$ cat config.mk
export PLATFORM = sky130hd
export DESIGN_NAME = dcas_dram_front
export DESIGN_NICKNAME = d
export VERILOG_FILES = /design/src/rtl/dcas_pkg.sv /design/src/rtl/dcas_strobe_sync.sv /design/src/rtl/dcas_cell_stub.sv /design/src/rtl/dcas_cycle_ctl.sv /design/src/rtl/dcas_dram_front.sv
export SDC_FILE = /design/constraint.sdc
export NUM_CORES = 1
export LEC_CHECK = 0
export BUFFER_PORTS_ARGS = -buffer_cell sky130_fd_sc_hd__buf_2
export CAP_MARGIN = 10
export CORE_ASPECT_RATIO = 1.25
export CORE_MARGIN = 8
export CORE_UTILIZATION = 55
export CTS_CLUSTER_SIZE = 16
export DETAILED_ROUTE_END_ITERATION = 16
export PLACE_DENSITY_LB_ADDON = 0.12
export SETUP_SLACK_MARGIN = 0.05
export SLEW_MARGIN = 15
export SYNTH_ARGS = -nofsm -noshare
export SYNTH_HDL_FRONTEND = slang
export SYNTH_HIERARCHICAL = 1
export SYNTH_SLANG_ARGS = --single-unit
$ cat constraint.sdc
create_clock -name clk -period 2.55 [get_ports clk]
set_input_delay 0 -clock clk [delete_from_list [all_inputs] [get_ports clk]]
set_output_delay 0 -clock clk [all_outputs]
set_load 0.01 [all_outputs]
$ cat src/rtl/dcas_pkg.sv
package dcas_pkg;
    typedef enum logic [2:0] {
        CK_IDLE  = 3'd0,
        CK_READ  = 3'd1,
        CK_EWR   = 3'd2,
        CK_LWR   = 3'd3,
        CK_RONLY = 3'd4,
        CK_CBR   = 3'd5
    } cyc_kind_e;
endpackage

$ cat src/rtl/dcas_strobe_sync.sv
module dcas_strobe_sync #(
    parameter int AW = 9,
    parameter int DW = 16
) (
    input  logic          clk,
    input  logic          rst_n,
    input  logic          ras_n,
    input  logic          lcas_n,
    input  logic          ucas_n,
    input  logic          we_n,
    input  logic          oe_n,
    input  logic [AW-1:0] addr,
    input  logic [DW-1:0] din,
    output logic          ras_lo,
    output logic          lcas_lo,
    output logic          ucas_lo,
    output logic          cas_lo,
    output logic          we_lo,
    output logic          oe_lo,
    output logic [AW-1:0] addr_s,
    output logic [DW-1:0] din_s,
    output logic          ras_fall,
    output logic          cas_fall,
    output logic          we_fall
);
    typedef struct packed {
        logic          ras_lo;
        logic          lcas_lo;
        logic          ucas_lo;
        logic          we_lo;
        logic          oe_lo;
        logic [AW-1:0] addr;
        logic [DW-1:0] din;
        logic          ras_was;
        logic          cas_was;
        logic          we_was;
    } smp_t;

    smp_t s_d, s_q;

    always_comb begin
        s_d         = s_q;
        s_d.ras_lo  = ~ras_n;
        s_d.lcas_lo = ~lcas_n;
        s_d.ucas_lo = ~ucas_n;
        s_d.we_lo   = ~we_n;
        s_d.oe_lo   = ~oe_n;
        s_d.addr    = addr;
        s_d.din     = din;
        s_d.ras_was = s_q.ras_lo;
        s_d.cas_was = s_q.lcas_lo | s_q.ucas_lo;
        s_d.we_was  = s_q.we_lo;
    end

    always_ff @(posedge clk or negedge rst_n) begin
        if (!rst_n) s_q <= '0;
        else        s_q <= s_d;
    end

    assign ras_lo   = s_q.ras_lo;
    assign lcas_lo  = s_q.lcas_lo;
    assign ucas_lo  = s_q.ucas_lo;
    assign cas_lo   = s_q.lcas_lo | s_q.ucas_lo;
    assign we_lo    = s_q.we_lo;
    assign oe_lo    = s_q.oe_lo;
    assign addr_s   = s_q.addr;
    assign din_s    = s_q.din;
    assign ras_fall = s_q.ras_lo & ~s_q.ras_was;
    assign cas_fall = cas_lo & ~s_q.cas_was;
    assign we_fall  = s_q.we_lo & ~s_q.we_was;
endmodule

$ cat src/rtl/dcas_cell_stub.sv
module dcas_cell_stub #(
    parameter int RB = 2,
    parameter int CB = 3,
    parameter int DW = 16
) (
    input  logic          clk,
    input  logic          rst_n,
    input  logic [1:0]    wr_lane,
    input  logic [RB-1:0] wr_row,
    input  logic [CB-1:0] wr_col,
    input  logic [DW-1:0] wr_data,
    input  logic [RB-1:0] rd_row,
    input  logic [CB-1:0] rd_col,
    output logic [DW-1:0] rd_word
);
    localparam int DEPTH = 1 << (RB + CB);
    localparam int LW    = DW / 2;

    logic [DW-1:0] cell_q [DEPTH];

    for (genvar g = 0; g < 2; g++) begin : g_lane
        always_ff @(posedge clk or negedge rst_n) begin
            if (!rst_n) begin
                for (int i = 0; i < DEPTH; i++) cell_q[i][g*LW +: LW] <= '0;
            end else if (wr_lane[g]) begin
                cell_q[{wr_row, wr_col}][g*LW +: LW] <= wr_data[g*LW +: LW];
            end
        end
    end

    assign rd_word = cell_q[{rd_row, rd_col}];
endmodule

$ cat src/rtl/dcas_cycle_ctl.sv
module dcas_cycle_ctl
    import dcas_pkg::*;
#(
    parameter int AW    = 9,
    parameter int DW    = 16,
    parameter int CNT_W = 9
) (
    input  logic             clk,
    input  logic             rst_n,
    input  logic             ras_lo,
    input  logic             lcas_lo,
    input  logic             ucas_lo,
    input  logic             cas_lo,
    input  logic             we_lo,
    input  logic             oe_lo,
    input  logic [AW-1:0]    addr_s,
    input  logic [DW-1:0]    din_s,
    input  logic             ras_fall,
    input  logic             cas_fall,
    input  logic             we_fall,
    input  logic [DW-1:0]    rd_word,
    output cyc_kind_e        kind,
    output logic [AW-1:0]    row,
    output logic [AW-1:0]    col,
    output logic             row_stb,
    output logic             col_stb,
    output logic [1:0]       wr_lane,
    output logic [DW-1:0]    wr_data,
    output logic [1:0]       drv,
    output logic [DW-1:0]    dout,
    output logic [AW-1:0]    rfsh_row,
    output logic [CNT_W-1:0] ref_cnt
);
    typedef struct packed {
        cyc_kind_e        kind;
        logic [AW-1:0]    row;
        logic [AW-1:0]    col;
        logic             row_stb;
        logic             col_stb;
        logic [1:0]       wr_lane;
        logic [DW-1:0]    wr_data;
        logic [1:0]       drv;
        logic [DW-1:0]    dout;
        logic [AW-1:0]    rfsh_row;
        logic [CNT_W-1:0] ref_cnt;
    } ctl_t;

    ctl_t r_d, r_q;
    logic [1:0] lane_lo;
    logic       access_open;

    assign lane_lo     = {ucas_lo, lcas_lo};
    assign access_open = (r_q.kind == CK_RONLY) || (r_q.kind == CK_READ) ||
                         (r_q.kind == CK_EWR)   || (r_q.kind == CK_LWR);

    always_comb begin
        r_d         = r_q;
        r_d.wr_lane = '0;
        r_d.row_stb = 1'b0;
        r_d.col_stb = 1'b0;
        if (ras_fall) begin
            if (cas_lo) begin
                r_d.kind     = CK_CBR;
                r_d.rfsh_row = AW'(r_q.ref_cnt);
                r_d.ref_cnt  = r_q.ref_cnt + 1'b1;
            end else begin
                r_d.kind     = CK_RONLY;
                r_d.row      = addr_s;
                r_d.rfsh_row = addr_s;
                r_d.row_stb  = 1'b1;
            end
        end else if (cas_fall && ras_lo && access_open) begin
            r_d.col     = addr_s;
            r_d.col_stb = 1'b1;
            if (we_lo) begin
                r_d.kind    = CK_EWR;
                r_d.wr_lane = lane_lo;
                r_d.wr_data = din_s;
            end else begin
                r_d.kind = CK_READ;
                r_d.dout = rd_word;
            end
        end else if (we_fall && cas_lo && ras_lo && r_q.kind == CK_READ) begin
            r_d.kind    = CK_LWR;
            r_d.wr_lane = lane_lo;
            r_d.wr_data = din_s;
        end
        if (!ras_lo && !cas_lo) r_d.kind = CK_IDLE;
        for (int b = 0; b < 2; b++) begin
            logic set_b, clr_b;
            set_b = (r_d.kind == CK_READ) && lane_lo[b] && oe_lo && !we_lo;
            clr_b = !oe_lo || we_lo || (!ras_lo && !cas_lo) || (cas_fall && !lane_lo[b]);
            r_d.drv[b] = set_b || (r_q.drv[b] && !clr_b);
        end
    end

    always_ff @(posedge clk or negedge rst_n) begin
        if (!rst_n) r_q <= '{kind: CK_IDLE, default: '0};
        else        r_q <= r_d;
    end

    assign kind     = r_q.kind;
    assign row      = r_q.row;
    assign col      = r_q.col;
    assign row_stb  = r_q.row_stb;
    assign col_stb  = r_q.col_stb;
    assign wr_lane  = r_q.wr_lane;
    assign wr_data  = r_q.wr_data;
    assign drv      = r_q.drv;
    assign dout     = r_q.dout;
    assign rfsh_row = r_q.rfsh_row;
    assign ref_cnt  = r_q.ref_cnt;


    cbr_count_chk: assert property (@(posedge clk) disable iff (!rst_n)
        (ras_fall && cas_lo) |=> (r_q.ref_cnt == $past(r_q.ref_cnt) + 1'b1));

    cbr_no_write_chk: assert property (@(posedge clk) disable iff (!rst_n)
        (ras_fall && cas_lo) |=> (r_q.wr_lane == 2'b00));

    ewr_quiet_chk: assert property (@(posedge clk) disable iff (!rst_n)
        (r_q.kind == CK_EWR) |-> (r_q.drv == 2'b00));

    idle_quiet_chk: assert property (@(posedge clk) disable iff (!rst_n)
        (!ras_lo && !cas_lo) |=> (r_q.drv == 2'b00));

    lane_lo_chk: assert property (@(posedge clk) disable iff (!rst_n)
        $rose(r_q.drv[0]) |-> $past(lcas_lo));

    lane_hi_chk: assert property (@(posedge clk) disable iff (!rst_n)
        $rose(r_q.drv[1]) |-> $past(ucas_lo));

    col_latch_chk: assert property (@(posedge clk) disable iff (!rst_n)
        r_q.col_stb |-> (r_q.col == $past(addr_s)));

    edo_hold_chk: assert property (@(posedge clk) disable iff (!rst_n)
        (!cas_fall) |=> $stable(r_q.dout));
endmodule

$ cat src/rtl/dcas_dram_front.sv
module dcas_dram_front
    import dcas_pkg::*;
#(
    parameter int ADDR_W        = 9,
    parameter int DATA_W        = 16,
    parameter int CNT_W         = 9,
    parameter int STUB_ROW_BITS = 2,
    parameter int STUB_COL_BITS = 3
) (
    input  logic              clk,
    input  logic              rst_n,
    input  logic              ras_n,
    input  logic              lcas_n,
    input  logic              ucas_n,
    input  logic              we_n,
    input  logic              oe_n,
    input  logic [ADDR_W-1:0] addr,
    input  logic [DATA_W-1:0] din,
    output logic [DATA_W-1:0] dout,
    output logic [1:0]        drive_en,
    output logic [2:0]        cyc_kind,
    output logic [ADDR_W-1:0] row_addr,
    output logic [ADDR_W-1:0] col_addr,
    output logic              row_stb,
    output logic              col_stb,
    output logic [1:0]        byte_we,
    output logic [ADDR_W-1:0] rfsh_row,
    output logic [CNT_W-1:0]  rfsh_cnt
);
    logic ras_lo, lcas_lo, ucas_lo, cas_lo, we_lo, oe_lo;
    logic ras_fall, cas_fall, we_fall;
    logic [ADDR_W-1:0] addr_s;
    logic [DATA_W-1:0] din_s, rd_word, wr_data;
    cyc_kind_e kind;

    dcas_strobe_sync #(.AW(ADDR_W), .DW(DATA_W)) u_sync (
        .clk(clk), .rst_n(rst_n), .ras_n(ras_n), .lcas_n(lcas_n), .ucas_n(ucas_n),
        .we_n(we_n), .oe_n(oe_n), .addr(addr), .din(din),
        .ras_lo(ras_lo), .lcas_lo(lcas_lo), .ucas_lo(ucas_lo), .cas_lo(cas_lo),
        .we_lo(we_lo), .oe_lo(oe_lo), .addr_s(addr_s), .din_s(din_s),
        .ras_fall(ras_fall), .cas_fall(cas_fall), .we_fall(we_fall)
    );

    dcas_cycle_ctl #(.AW(ADDR_W), .DW(DATA_W), .CNT_W(CNT_W)) u_ctl (
        .clk(clk), .rst_n(rst_n), .ras_lo(ras_lo), .lcas_lo(lcas_lo), .ucas_lo(ucas_lo),
        .cas_lo(cas_lo), .we_lo(we_lo), .oe_lo(oe_lo), .addr_s(addr_s), .din_s(din_s),
        .ras_fall(ras_fall), .cas_fall(cas_fall), .we_fall(we_fall), .rd_word(rd_word),
        .kind(kind), .row(row_addr), .col(col_addr), .row_stb(row_stb), .col_stb(col_stb),
        .wr_lane(byte_we), .wr_data(wr_data), .drv(drive_en), .dout(dout),
        .rfsh_row(rfsh_row), .ref_cnt(rfsh_cnt)
    );

    dcas_cell_stub #(.RB(STUB_ROW_BITS), .CB(STUB_COL_BITS), .DW(DATA_W)) u_cells (
        .clk(clk), .rst_n(rst_n), .wr_lane(byte_we),
        .wr_row(row_addr[STUB_ROW_BITS-1:0]), .wr_col(col_addr[STUB_COL_BITS-1:0]),
        .wr_data(wr_data),
        .rd_row(row_addr[STUB_ROW_BITS-1:0]), .rd_col(addr_s[STUB_COL_BITS-1:0]),
        .rd_word(rd_word)
    );

    assign cyc_kind = kind;
endmodule

==> metrics.txt <==
fmax 0.462 GHz; Worst setup SP type flip-flop; total power 3.57 mW; Post-DRT Antenna Nets 0; die width 84.8 um; post-route minimum period 2.16 ns; starting density of the core 0.567; I/O Pins 93; worst path required time 2.78 ns; initial antenna violation count 0; Initial DRC Count 118; Vias/cell 5.01; routed via count 2046; hold crit path type input port to flip-flop; area delta synth->final 21.8%; leak pwr 2.04 nW; Layout Cells excl Fill 408; max-cap violations 0; Slew @ Worst Pin 0.943 ns; final count of hold timing violations 0; Post-CTS Setup Bufs 0; Final nets 370; Max clock buf depth 2; dpl hpwl 4280 um; first-pass GRT wire length 10600 um; clock skew 0.00788 ns; number of H-tree levels 3; Crit Path Max Fanout 16; crit share post-route 0.849; synth warn 1542; setup TNS 0 ns; Worst Path Arrival 2.39 ns; row count 31; clock latency on the worst-skew pair 0.34 ns; Place WS 0.392 ns; CTS sink count 78; GRT Total Usage 0.157; status finished, final reports clean; unrepaired setup endpoints after global routing no; VDD IR max 0.639 mV; Routed WL 6250 um; die height 102 um; Core Box Area 5740 um2; Syn Area/Cell 13.1 um2; CTS Buf Count 9; Cell Count Post-Placement 377; pin count of the biggest net entering global routing 79; Cell Pwr Density 900 nW/um2; share of cells above drive strength 1 0.409; WS Path Type flip-flop to flip-flop; Congestion Overflow GR 0; CTS tree done; drt drc 0; post-route setup slack 0.386 ns; port bufs 76; vias in the first global route 2199; RD Place Congestion 0.800; Relative slew margins 0.371; CP Capture Type flip-flop; drt first pass iters 4; mapped cell area 3260 um2; Final setup viols 0; Syn Inst Count 248; Layout Utilization 0.691; clk slew on worst S/H paths 0.08 ns; root buffer cell clkbuf_8; fin. max-slew vios 0; n_diodes 0; DR WL/cell 15.3 um; die area 8650 um2
==> worst max-delay path, stage by stage (launching register included) <==
cell and delay (ns):
dfrtp_1 0.36, o21ba_2 0.28, nand2_2 0.08, or3_1 0.55
nor3_4 0.16, buf_4 0.25, mux2_2 0.36
==> cell type report <==
cell class | instances | area [um2]
well taps | 66 | 82.6
flip-flops and latches | 78 | 1950
repair buffers | 97 | 578
fillers | 473 | 1780
clock buffers | 13 | 169
inverters | 10 | 37.5
multi-input cells | 141 | 1080
clock inverters | 3 | 65.1
==> final timing paths <==
kind | from | endpoint | slack [ns] | cells after the start
min in group asynchronous | rst_n | u_ctl/dout[5]$_DFFE_PN0P_ | 0.35 | 2
max | u_sync/s_q[1]$_DFF_PN0_ | u_ctl/dout[0]$_DFFE_PN0P_ | 0.39 | 6
min reg2reg | u_ctl/row[4]$_DFFE_PN0P_ | u_ctl/row[4]$_DFFE_PN0P_ | 0.50 | 1
max reg2reg | u_sync/s_q[1]$_DFF_PN0_ | u_ctl/dout[0]$_DFFE_PN0P_ | 0.39 | 6
min | addr[4] | u_sync/addr_s[4]$_DFF_PN0_ | 0.30 | 2
max in group asynchronous | rst_n | u_ctl/dout[12]$_DFFE_PN0P_ | 1.60 | 2
==> stage by stage <==
step / instance area [um2] / hold WS (ns)
2_1_floorplan: 3310 / -0.296
3_3_place_gp: 3580 / 0.108
3_5_place_dp: 3580 / 0.110
4_1_cts: 3970 / 0.275
5_1_grt: 3970 / 0.279
6_report: 3970 / 0.295
==> sequential cells by signal, summed over array words and instances, names as in the netlist <==
signal and cells:
u_ctl/row_stb 1, u_sync/lcas_lo 1, u_ctl/wr_lane 2, u_ctl/rfsh_row 9
u_ctl/col_stb 1, u_ctl/col 9, u_sync/s_q 3, u_sync/oe_lo 1
u_sync/addr_s 9, u_sync/we_lo 1, u_ctl/dout 16, u_ctl/kind 3
u_ctl/drv 2, u_sync/ras_lo 1, u_sync/ucas_lo 1, u_ctl/row 9
u_ctl/ref_cnt 9
==> per-layer routing <==
metal	global-route usage	share of wire	up-vias
met5	0	0	-
met4	0.0632	0.013	0
met3	0.0724	0.076	6
met2	0.260	0.50	57
met1	0.171	0.41	1002
li1	-	-	981
==> repair_timing <==
item                      in CTS  in global routing
gates resized for setup        0                  0
hold buffers                  15                  0
hold endpoints to repair      92                  0
==> cell usage in the layout, fill, tap and decap left out, drive strengths merged, types with 3 or more instances in the layout <==
master / instances
inv: 10
dlygate4sd3: 15
mux2i: 9
a41o: 3
buf: 82
nand2: 6
dfrtp: 78
and2: 3
nor3: 3
a21oi: 12
xnor2: 6
nor2b: 5
o21ai: 3
mux2: 35
conb: 16
clkbuf: 13
nor2: 14
==> where the power goes <==
group | switching [mW] | internal, mW | total (mW)
combinational | 0.405 | 0.428 | 0.833
clock | 0.413 | 0.630 | 1.04
sequential | 0.181 | 1.51 | 1.69
total | 0.999 | 2.57 | 3.57
Power figures use the tool's default switching activity.
